==> src/rtl/wfc_pkg.sv <==
package wfc_pkg;
  typedef enum logic [2:0] {
    FC_NONE     = 3'd0,
    FC_ALIGN    = 3'd1,
    FC_SECT_XLT = 3'd2,
    FC_PAGE_XLT = 3'd3,
    FC_SECT_ACC = 3'd4,
    FC_PAGE_ACC = 3'd5
  } faultCode_e;

  typedef enum logic [1:0] {
    ST_IDLE = 2'd0,
    ST_L1   = 2'd1,
    ST_L2   = 2'd2,
    ST_DONE = 2'd3
  } walkState_e;

  typedef struct packed {
    logic capReq;
    logic evalL1;
    logic evalL2;
  } dpStrobe_t;
endpackage

==> src/rtl/wfc_datapath.sv <==
module wfc_datapath
  import wfc_pkg::*;
#(
  parameter int VA_W        = 32,
  parameter int DESC_W      = 32,
  parameter int SPLIT_W     = 3,
  parameter int L1_FLAG_BIT = 10,
  parameter int L2_FLAG_BIT = 4
) (
  input  logic               clk,
  input  logic               rstN,
  input  dpStrobe_t          strobe,
  input  logic [1:0]         reqSize,
  input  logic [VA_W-1:0]    reqVa,
  input  logic               mmuOn,
  input  logic               walkOff0,
  input  logic               walkOff1,
  input  logic [SPLIT_W-1:0] tableSplit,
  input  logic               extMode,
  input  logic               forceAccSec,
  input  logic               forceAccNs,
  input  logic               reqSecure,
  input  logic [DESC_W-1:0]  descWord,
  output logic               earlyStop,
  output logic               l1Coarse,
  output logic [2:0]         faultCode
);
  localparam int SHIFT_W = $clog2(VA_W + 1) + 1;

  logic [2:0]      sizeMask;
  logic            alignBad;
  logic [VA_W-1:0] hiBits;
  logic            useHi;
  logic            walkDis;
  logic            accOn;
  logic [2:0]      codeQ;

  always_comb begin
    unique case (reqSize)
      2'd0:    sizeMask = 3'b000;
      2'd1:    sizeMask = 3'b001;
      2'd2:    sizeMask = 3'b011;
      default: sizeMask = 3'b111;
    endcase
    alignBad = |(reqVa[2:0] & sizeMask);
    hiBits   = reqVa >> (SHIFT_W'(VA_W) - SHIFT_W'(tableSplit));
    useHi    = (tableSplit != '0) && (hiBits != '0);
    walkDis  = useHi ? walkOff1 : walkOff0;
    earlyStop = alignBad | ~mmuOn | walkDis;
    l1Coarse  = (descWord[1:0] == 2'b01);
  end

  always_ff @(posedge clk) begin
    if (!rstN) begin
      codeQ <= FC_NONE;
      accOn <= 1'b0;
    end else if (strobe.capReq) begin
      accOn <= extMode & (reqSecure ? forceAccSec : forceAccNs);
      if (alignBad)     codeQ <= FC_ALIGN;
      else if (!mmuOn)  codeQ <= FC_NONE;
      else if (walkDis) codeQ <= FC_SECT_XLT;
      else              codeQ <= FC_NONE;
    end else if (strobe.evalL1) begin
      unique case (descWord[1:0])
        2'b00, 2'b11: codeQ <= FC_SECT_XLT;
        2'b10:        codeQ <= (accOn && !descWord[L1_FLAG_BIT]) ? FC_SECT_ACC : FC_NONE;
        default:      codeQ <= FC_NONE;
      endcase
    end else if (strobe.evalL2) begin
      if (descWord[1:0] == 2'b00)             codeQ <= FC_PAGE_XLT;
      else if (accOn && !descWord[L2_FLAG_BIT]) codeQ <= FC_PAGE_ACC;
      else                                     codeQ <= FC_NONE;
    end
  end

  assign faultCode = codeQ;


  align_first_chk: assert property (@(posedge clk) disable iff (!rstN)
    strobe.capReq && alignBad |=> faultCode == FC_ALIGN);


  code_range_chk: assert property (@(posedge clk) disable iff (!rstN)
    faultCode <= FC_PAGE_ACC);


  l2_invalid_chk: assert property (@(posedge clk) disable iff (!rstN)
    strobe.evalL2 && descWord[1:0] == 2'b00 |=> faultCode == FC_PAGE_XLT);
endmodule

==> config.mk <==
export PLATFORM = sky130hd
export DESIGN_NAME = wfc_datapath
export DESIGN_NICKNAME = d
export VERILOG_FILES = /design/src/rtl/wfc_pkg.sv /design/src/rtl/wfc_datapath.sv
export SDC_FILE = /design/constraint.sdc
export NUM_CORES = 1
export LEC_CHECK = 0
export ABC_AREA = 1
export BUFFER_PORTS_ARGS = -buffer_cell sky130_fd_sc_hd__buf_4
export CAP_MARGIN = 25
export CORE_MARGIN = 2
export CORE_UTILIZATION = 28
export DETAILED_ROUTE_END_ITERATION = 10
export HOLD_SLACK_MARGIN = 0.1
export PLACE_DENSITY = 0.94
export RECOVER_POWER = 100
export SLEW_MARGIN = 10
export SYNTH_ARGS = -nofsm -noshare
export SYNTH_HDL_FRONTEND = slang
export SYNTH_SLANG_ARGS = --single-unit
==> constraint.sdc <==
create_clock -name clk -period 5.2 [get_ports clk]
set_input_delay 1.04 -clock clk [delete_from_list [all_inputs] [get_ports clk]]
set_output_delay 1.04 -clock clk [all_outputs]
set_load 0.01 [all_outputs]
==> out/results.md, run 1 <==
| Stage | Metric | Reported |
|:---|:---|:---|
| setup path | Crit Reg-Reg Startpoint | accOn |
| routing | Vias per cell | 4.75 |
| setup path | Terminus of the critical flop-to-flop path | faultCode[2] |
| floorplanning | Vertical die dimension | 45.4 um |
| synth | Synth Instances | 82 |
| clock tree | Post-CTS clock slew at the launch and capture registers of the worst setup and hold paths | 40 ps |
| hold path | Class of the most critical hold timing path | reg -> reg |
| synth | Net count after synthesis | 168 |
| run | Max-cap violations | 0 |
| hold path | Hold Path Depth | 2 |
| floorplanning | Ports | 86 |
| power | Worst supply voltage drop on vdd | 0.0870 mV |
| clock tree | Clock net sink count | 4 |
| sta | Number of failing setup endpoints in the final timing report | 0 |
| synth | Yosys top cell by area | sky130_fd_sc_hd__dfxtp_1 |
| setup path | Kind of end point of the critical path | output port |
| clock tree | Resized Gates After CTS | 0 |
| synth | Largest cells by area after synthesis | sky130_fd_sc_hd__dfxtp_1, sky130_fd_sc_hd__inv_1, sky130_fd_sc_hd__nand2_1 |
| global route | Via count of the first global-routing pass | 639 |
| sta | Final worst clock skew | 3.12 ps |
| setup path | Data arrival time at the worst-slack endpoint | 2410 ps |
| setup path | Most repeated library cell on the critical path | sky130_fd_sc_hd__nand2_1 |
| final layout | Highest-count cells in the layout ignoring fill and taps | sky130_fd_sc_hd__buf_4, sky130_fd_sc_hd__inv_1, sky130_fd_sc_hd__nand2_1 |
| setup path | Critical path class | in -> out |
| setup path | Reg2Reg Setup Slack | 4280 ps |
| sta | Max-slew headroom at the worst pin | 0.839 |
| sta | Count of pins over their slew limit | 0 |
| floorplanning | Area of the core | 0.00156 sq mm |
| sta | Crit path time final | 3450 ps |
| place | RD Place Congestion | 0.805 |
| synth | Count of yosys warnings during synthesis | 0 |
| final layout | Net count of the finished layout | 209 |
| routing | Number of DRC markers in iteration 0 | 14 |
| setup path | Capturing element of the worst setup path | earlyStop |
| routing | Total detailed-routing wirelength | 1.52 mm |
| setup path | Cell family with the largest share of critical-path delay | adder cells |
| status | Outcome | finished clean |
| clock tree | Worst skew pair latency | 240 ps |
| place | Number of buffers inserted by port buffering | 36 |
| routing | DRC violation count after routing | 0 |
| power | Power density over the cells | 156 mW/mm^2 |
| floorplanning | Initial Util | 0.308 |
| floorplanning | Total Die Area | 0.00206 sq mm |
| final layout | Diode insertion count for antenna repair | 0 |
| clock tree | CTS Root Cell | sky130_fd_sc_hd__clkbuf_4 |
| floorplanning | Cell row count | 14 |
| sta | Tightest Pin Transition | 238 ps |
| setup path | Cell at the slowest stage of the critical path | sky130_fd_sc_hd__ha_1 |
| setup path | Crit path buffers/inverters | 3 |
| global route | Maximum number of pins on one net before global-route repair | 6 |
| setup path | CP Cell Sequence | clkbuf_4, inv_1, ha_1, ha_1, nand4_1, nand2_1, nand2_1, nand2_1, nand3_1, a21o_1, clkbuf_1 |
| final layout | Most common library cell in the layout ignoring fill and taps | sky130_fd_sc_hd__buf_4 |
| setup path | Crit path required time | 4160 ps |
| final layout | Proportion of layout cells with a drive suffix above 1 | 0.306 |
| setup path | Slowest Stage Delay on Critical Path | 280 ps |
| floorplanning | Die width | 45.4 um |
| setup path | Critical Path Start | tableSplit[0] |
| global route | Aggregate global-route resource usage | 0.169 |
| synth | Sequential cell area fraction in the yosys report | 0.167 |
| final layout | Post-synthesis to final-layout area growth | 60.4% |
| setup path | Cell count of the worst reg-to-reg path | 4 |
| setup path | Element type at the critical path start | input port |
| sta | Summed negative setup slack over all endpoints | 0 ps |
| routing | Antenna-violating nets left | 0 |
| global route | Number of antenna violations at the first check in global routing | 0 |
| hold path | HP Start | faultCode[2] |
| routing | First-pass detailed-route iteration total | 5 |
| place | Worst setup slack after placement | 1750 ps |
| global route | Overflow after GRT | 0 |
| setup path | Biggest fanout along the worst timing path | 5 |
| routing | Total number of vias | 651 |
| sta | Portion of the clock cycle consumed by the worst path in the final layout | 0.663 |
| synth | Syn Std Cell Area | 480 sq um |
| global route | First-pass GRT wire length | 2.46 mm |
| power | Leakage dissipation | 0.440 nW |
| synth | Mean instance size in the synthesized netlist | 5.86 sq um |
| clock tree | Number of buffers on the longest clock path | 2 |
| synth | Area share of the largest cell type after synthesis | 0.167 |
| sta | Timing-limited maximum frequency | 290 MHz |
| setup path | Number of stages on the worst setup path | 11 |
| final layout | Number of fill cells | 159 |
| clock tree | Total clock buffers created by CTS | 3 |
| clock tree | Post-CTS Setup Bufs | 0 |
| sta | Worst Setup Slack, final | 1750 ps |
| clock tree | TritonCTS clock tree | done |
| sta | Unrepaired setup endpoints after global routing | no |
| clock tree | Hold Buf Count CTS | 0 |
| place | Post-detailed-placement half-perimeter wirelength | 1.30 mm |
| clock tree | Level count of the clock H-tree | 1 |
| routing | Mean routed wirelength per cell | 11.1 um |
| synth | Distinct cell type count of the synthesized netlist | 19 |
| synth | Number of storage elements in the synthesis netlist | 4 |
| sta | Final Hold Viols | 0 |
cells in the mapped netlist:
master and instances:
sky130_fd_sc_hd__a21o_1 1, sky130_fd_sc_hd__a21oi_1 4, sky130_fd_sc_hd__a21oi_2 1, sky130_fd_sc_hd__a31oi_1 2, sky130_fd_sc_hd__clkinv_2 1, sky130_fd_sc_hd__dfxtp_1 4, sky130_fd_sc_hd__ha_1 5, sky130_fd_sc_hd__inv_1 19
sky130_fd_sc_hd__nand2_1 18, sky130_fd_sc_hd__nand3_1 5, sky130_fd_sc_hd__nand4_1 1, sky130_fd_sc_hd__nor2_1 10, sky130_fd_sc_hd__o2111ai_1 1, sky130_fd_sc_hd__o21a_1 1, sky130_fd_sc_hd__o21ai_0 5, sky130_fd_sc_hd__o21bai_1 1
sky130_fd_sc_hd__o221a_2 1, sky130_fd_sc_hd__o31ai_1 1, sky130_fd_sc_hd__or2_4 1
flip-flops by register name, summed over array words and instances (netlist names):
signal     flops
faultCode      3
accOn          1
stage by stage:
stage | instance area (sq um) | instances | utilization | hold WS [ps] | total power [mW]
global placement | 771 | 134 | 0.494 | 461 | 0.0812
floorplan | 480 | 82 | - | 485 | 0.0565
global route | 771 | 137 | 0.494 | 532 | 0.130
detailed placement | 771 | 134 | 0.494 | 471 | 0.0837
finish | 771 | 137 | 0.494 | 516 | 0.120
CTS | 793 | 137 | 0.509 | 514 | 0.124
final cells by class:
type,count,area (sq um),share of cell area
Multi-Input combinational cell,58,324,0.420
Inverter,20,76.3,0.0990
Sequential cell,4,80.1,0.104
Timing Repair Buffer,36,248,0.321
Clock buffer,3,22.5,0.0292
Tap cell,16,20.0,0.0260
how the worst min path moves through the flow:
| stage | slack [ps] | endpoint |
|---|---|---|
| finish | 520 | faultCode[2] |
| global route | 530 | faultCode[2] |
| CTS | 510 | faultCode[2] |
| detailed placement | 470 | faultCode[2] |
| global placement | 460 | faultCode[2] |
| floorplan | 490 | faultCode[2] |
logic make-up after synthesis:
family,after synthesis,share of synthesized area
compound gates,18,0.242
fa+ha+maj,5,0.130
buf+inv,20,0.159
flops,4,0.167
simple gates,35,0.302
per-layer routing:
layer | GRT usage | vias up | part of all wire
met5 | 0 | - | 0
met4 | 0.0706 | 0 | 0.023
met3 | 0.0635 | 6 | 0.087
met2 | 0.327 | 32 | 0.54
met1 | 0.151 | 272 | 0.35
li1 | - | 341 | -
power breakdown:
group	switching (mW)	internal [mW]	leakage [nW]
logic	0.0219	0.0255	0.394
clock network	0.0131	0.0258	0.0138
registers	0.00108	0.0328	0.0329
total	0.0361	0.0841	0.440
tightest hold or removal path, stage by stage, from the launching register on:
cell	delay [ps]
sky130_fd_sc_hd__dfxtp_1	300
sky130_fd_sc_hd__nand2_1	80
sky130_fd_sc_hd__a21oi_1	80
Power figures use the tool's default switching activity.
==> run 2: changes to the inputs <==
CORE_UTILIZATION = 26   (was 28)
PLACE_DENSITY = 0.89   (was 0.94)
clock period = 3.6 ns   (was 5.2 ns; I/O delays follow)
==> out/results.md, run 2 (synthesis results as in run 1) <==
| Stage | Metric | Reported |
|:---|:---|:---|
| floorplanning | Vertical die dimension | 47.0 um |
| sta | Final worst clock skew | 1.07 ps |
| sta | Number of failing setup endpoints in the final timing report | 0 |
| routing | DRC violation count after routing | 0 |
| final layout | Max FFs per register | 3 |
| clock tree | Hold Buf Count CTS | 0 |
| power | Leakage dissipation | 0.441 nW |
| setup path | Biggest fanout along the worst timing path | 5 |
| sta | Tightest Pin Transition | 258 ps |
| clock tree | Number of buffers on the longest clock path | 2 |
| sta | Summed negative setup slack over all endpoints | 0 ps |
| sta | Crit path time final | 2810 ps |
| global route | Aggregate global-route resource usage | 0.153 |
| setup path | Kind of end point of the critical path | output port |
| clock tree | TritonCTS clock tree | done |
| final layout | Most common library cell in the layout ignoring fill and taps | sky130_fd_sc_hd__buf_4 |
| sta | Max-slew headroom at the worst pin | 0.827 |
| clock tree | Resized Gates After CTS | 0 |
| floorplanning | Die width | 47.0 um |
| sta | Timing-limited maximum frequency | 355 MHz |
| routing | First-pass detailed-route iteration total | 4 |
| power | Worst supply voltage drop on vdd | 0.158 mV |
| floorplanning | Area of the core | 0.00173 sq mm |
| place | Number of buffers inserted by port buffering | 36 |
| final layout | Regs by FF count | faultCode (3), accOn (1) |
| clock tree | Level count of the clock H-tree | 1 |
| final layout | Final design utilization | 0.451 |
| final layout | Largest reg by FF count | faultCode |
| place | Post-detailed-placement half-perimeter wirelength | 1.25 mm |
| global route | Number of antenna violations at the first check in global routing | 0 |
| global route | Overflow after GRT | 0 |
| routing | Total detailed-routing wirelength | 1.50 mm |
| hold path | Class of the most critical hold timing path | reg -> reg |
| clock tree | Total clock buffers created by CTS | 3 |
| clock tree | Post-CTS Setup Bufs | 0 |
| global route | Maximum number of pins on one net before global-route repair | 6 |
| routing | Number of DRC markers in iteration 0 | 7 |
| setup path | Crit path required time | 2880 ps |
| floorplanning | Cell row count | 15 |
| sta | Unrepaired setup endpoints after global routing | no |
| status | Outcome | finished clean |
| routing | Uppermost routed layer | met4 |
| routing | Vias per cell | 4.32 |
| clock tree | Clock net sink count | 4 |
| final layout | Net count of the finished layout | 209 |
| run | Max-cap violations | 0 |
| setup path | Critical path class | in -> out |
| clock tree | Worst skew pair latency | 240 ps |
| final layout | Highest-count cells in the layout ignoring fill and taps | sky130_fd_sc_hd__buf_4, sky130_fd_sc_hd__inv_1, sky130_fd_sc_hd__nand2_1 |
| sta | Count of pins over their slew limit | 0 |
| place | RD Place Congestion | 0.864 |
| final layout | Total non-filler cell area in the finished layout | 778 sq um |
| routing | Antenna-violating nets left | 0 |
| routing | Mean routed wirelength per cell | 10.3 um |
| floorplanning | Ports | 86 |
| sta | Portion of the clock cycle consumed by the worst path in the final layout | 0.781 |
| sta | Final Hold Viols | 0 |
| setup path | Data arrival time at the worst-slack endpoint | 2090 ps |
| power | Power density over the cells | 223 mW/mm^2 |
| routing | Amount of wire on met2 after detailed routing | 710 um |
| routing | Routed met1 length | 618 um |
| clock tree | CTS Root Cell | sky130_fd_sc_hd__clkbuf_4 |
| routing | Total number of vias | 630 |
| routing | Detailed route wirelength on metal3 | 165 um |
| floorplanning | Total Die Area | 0.00221 sq mm |
| place | Placed standard-cell area | 782 sq um |
| final layout | Post-synthesis to final-layout area growth | 62.0% |
| clock tree | Post-CTS clock slew at the launch and capture registers of the worst setup and hold paths | 40 ps |
| final layout | Diode insertion count for antenna repair | 0 |
| final layout | Proportion of layout cells with a drive suffix above 1 | 0.298 |
| setup path | Element type at the critical path start | input port |
| floorplanning | Initial Util | 0.278 |
| global route | First-pass GRT wire length | 2.33 mm |
| global route | Via count of the first global-routing pass | 589 |
## run 2: changes by cell type in the layout (fill, tap and decap cells not counted), sizes merged
| cell | delta |
|---|---|
| buf | +1 |
| clkbuf | -1 |
## run 2: layer usage
metal,track usage,up-vias
met5,0,-
met4,0.0500,0
met3,0.0692,2
met2,0.263,31
met1,0.167,256
li1,-,341
## run 2: final timing paths
check                 from           end  slack [ps]  cells after the start
max          tableSplit[0]     earlyStop         790                     11
min           faultCode[2]  faultCode[2]         470                      2
max reg2reg          accOn  faultCode[0]        2680                      3
min reg2reg   faultCode[2]  faultCode[2]         470                      2
## run 2: through the flow
step	hold WS [ps]	setup WS, ps	power, mW	std cells
after floorplan	485	1100	0.0816	82
after global placement	458	845	0.118	143
after detailed placement	469	784	0.120	143
after CTS	476	781	0.181	146
after global routing	483	646	0.190	146
final	472	787	0.173	146
## run 2: area by class of cell
class                   instances  area [sq um]
fillers                       208           948
multi-input cells              58           320
repair buffers                 36           248
flip-flops and latches          4          80.1
inverters                      20          76.3
well taps                      25          31.3
clock buffers                   3          22.5
## run 2: critical path, stage by stage
cell and delay, ps:
sky130_fd_sc_hd__buf_4 90, sky130_fd_sc_hd__inv_1 80, sky130_fd_sc_hd__ha_1 210, sky130_fd_sc_hd__ha_1 290, sky130_fd_sc_hd__nand4_1 90, sky130_fd_sc_hd__nand2_1 70, sky130_fd_sc_hd__nand2_1 50, sky130_fd_sc_hd__nand2_1 80
sky130_fd_sc_hd__nand3_1 100, sky130_fd_sc_hd__a21o_1 200, sky130_fd_sc_hd__clkbuf_1 120
## run 2: power by group
part	total, mW	switching [mW]	internal (mW)
registers	0.0489	0.00163	0.0473
logic	0.0678	0.0311	0.0367
clock network	0.0567	0.0194	0.0374
total	0.173	0.0521	0.121
==> run 3: changes to the inputs <==
CORE_UTILIZATION = 23   (was 26)
PLACE_DENSITY = 0.84   (was 0.89)
clock period = 2.55 ns   (was 3.6 ns; I/O delays follow)
==> out/results.md, run 3 (synthesis results as in run 1) <==
| Stage | Metric | Reported |
|:---|:---|:---|
| status | Outcome | finished clean |
| setup path | Element type at the critical path start | input port |
| hold path | HP Start | faultCode[2] |
| place | Worst setup slack after placement | 173 ps |
| setup path | Cell count of the worst reg-to-reg path | 4 |
| sta | Final worst clock skew | 1.17 ps |
| hold path | Class of the most critical hold timing path | reg -> reg |
| power | Power density over the cells | 304 mW/mm^2 |
| final layout | Most common library cell in the layout ignoring fill and taps | sky130_fd_sc_hd__buf_4 |
| floorplanning | Vertical die dimension | 49.7 um |
| final layout | Max FFs per register | 3 |
| routing | Total number of vias | 608 |
| setup path | Slowest Stage Delay on Critical Path | 290 ps |
| clock tree | CTS Root Cell | sky130_fd_sc_hd__clkbuf_4 |
| routing | DRC violation count after routing | 0 |
| global route | Overflow after GRT | 0 |
| final layout | Highest-count cells in the layout ignoring fill and taps | sky130_fd_sc_hd__buf_4, sky130_fd_sc_hd__inv_1, sky130_fd_sc_hd__nand2_1 |
| final layout | Regs by FF count | faultCode (3), accOn (1) |
| sta | Tightest Pin Transition | 226 ps |
| clock tree | Worst skew pair latency | 230 ps |
| clock tree | Resized Gates After CTS | 0 |
| clock tree | Post-CTS Setup Bufs | 0 |
| final layout | Post-layout instance count excluding filler cells | 148 |
| power | Worst supply voltage drop on vdd | 0.139 mV |
| global route | Via count of the first global-routing pass | 517 |
| setup path | Most repeated library cell on the critical path | sky130_fd_sc_hd__nand2_1 |
| place | DP Cell Count | 145 |
| routing | Antenna-violating nets left | 0 |
| floorplanning | Area of the core | 0.00196 sq mm |
| final layout | Largest reg by FF count | faultCode |
| clock tree | Clock net sink count | 4 |
| global route | Maximum number of pins on one net before global-route repair | 6 |
| global route | First-pass GRT wire length | 1.92 mm |
| setup path | Biggest fanout along the worst timing path | 5 |
| setup path | Critical path class | in -> out |
| setup path | Crit Reg-Reg Startpoint | accOn |
| setup path | Reg2Reg Setup Slack | 1700 ps |
| final layout | Number of fill cells | 226 |
| routing | Mean routed wirelength per cell | 8.17 um |
| place | RD Place Congestion | 0.748 |
| sta | Final Hold Viols | 0 |
| clock tree | Hold Buf Count CTS | 0 |
| sta | Portion of the clock cycle consumed by the worst path in the final layout | 0.935 |
| routing | Number of DRC markers in iteration 0 | 14 |
| setup path | Terminus of the critical flop-to-flop path | faultCode[2] |
| final layout | Post-synthesis to final-layout area growth | 64.8% |
| final layout | Net count of the finished layout | 209 |
| floorplanning | Initial Util | 0.245 |
| routing | Total detailed-routing wirelength | 1.21 mm |
| setup path | Critical Path Start | tableSplit[0] |
| setup path | Data arrival time at the worst-slack endpoint | 1870 ps |
| final layout | Proportion of layout cells with a drive suffix above 1 | 0.322 |
| final layout | Final design utilization | 0.404 |
| routing | First-pass detailed-route iteration total | 4 |
| floorplanning | Cell row count | 16 |
| setup path | Kind of end point of the critical path | output port |
| clock tree | Number of buffers on the longest clock path | 2 |
| clock tree | TritonCTS clock tree | done |
| power | Leakage dissipation | 0.447 nW |
| sta | Number of failing setup endpoints in the final timing report | 0 |
| floorplanning | Total Die Area | 0.00247 sq mm |
| sta | Unrepaired setup endpoints after global routing | no |
| place | Number of buffers inserted by port buffering | 36 |
| sta | Worst Setup Slack, final | 166 ps |
| sta | Fin Hold WS | 471 ps |
| floorplanning | Die width | 49.7 um |
| floorplanning | Ports | 86 |
| clock tree | Level count of the clock H-tree | 1 |
| sta | Max-slew headroom at the worst pin | 0.848 |
| setup path | CP Cell Sequence | buf_4, inv_1, ha_1, ha_1, nand4_1, nand2_1, nand2_1, nand2_1, nand3_1, a21o_1, buf_4 |
| global route | Aggregate global-route resource usage | 0.0968 |
| clock tree | Post-CTS clock slew at the launch and capture registers of the worst setup and hold paths | 40 ps |
| place | Post-detailed-placement half-perimeter wirelength | 1.10 mm |
| setup path | Crit path required time | 2040 ps |
| sta | Timing-limited maximum frequency | 419 MHz |
| global route | Number of antenna violations at the first check in global routing | 0 |
| setup path | Capturing element of the worst setup path | earlyStop |
| routing | Vias per cell | 4.11 |
| setup path | Cell at the slowest stage of the critical path | sky130_fd_sc_hd__ha_1 |
| clock tree | Total clock buffers created by CTS | 3 |
| sta | Crit path time final | 2380 ps |
| sta | Count of pins over their slew limit | 0 |
| run | Max-cap violations | 0 |
| final layout | Diode insertion count for antenna repair | 0 |
| sta | Summed negative setup slack over all endpoints | 0 ps |
==> run 3: power breakdown <==
group / internal, mW / switching [mW]
sequential: 0.0668 / 0.00225
clock: 0.0525 / 0.0239
combinational: 0.0533 / 0.0421
==> run 3: worst min-delay path by stage <==
stage,to,slack (ps),depth (start not counted)
after global placement,faultCode[2],450,2
after floorplan,faultCode[2],490,2
after CTS,faultCode[2],470,2
after detailed placement,faultCode[2],470,2
after global routing,accOn,490,2
final,faultCode[2],470,2
==> run 3: cell type report <==
| type | instances | area, sq um | area share |
|---|---|---|---|
| timing repair buffer | 36 | 255 | 0.322 |
| sequential | 4 | 80.1 | 0.101 |
| multi-input combinational | 58 | 324 | 0.409 |
| clock buffer | 3 | 22.5 | 0.0284 |
| tap | 27 | 33.8 | 0.0427 |
| inverter | 20 | 76.3 | 0.0964 |
==> run 3: metal layers <==
metal / GRT usage / vias to the layer above / wire [um]
met3: 0.0273 / 0 / 106
met5: 0 / - / 0
met4: 0.0417 / 0 / 0
met1: 0.137 / 241 / 594
met2: 0.136 / 26 / 508
li1: - / 341 / -
==> run 3: metrics by stage <==
step                      power, mW  instance area [sq um]
after floorplan               0.115                    480
after global placement        0.166                    785
after detailed placement      0.169                    785
after CTS                     0.248                    807
after global routing          0.263                    792
final                         0.241                    792
==> run 3: worst max-delay path, delay by kind of cell <==
| kind | cells | cell delay (ps) |
|---|---|---|
| buffers and inverters | 3 | 290 |
| adder cells (fa/ha/maj) | 2 | 500 |
| AND/OR/NAND/NOR | 5 | 380 |
| AO/OA/AOI/OAI | 1 | 190 |
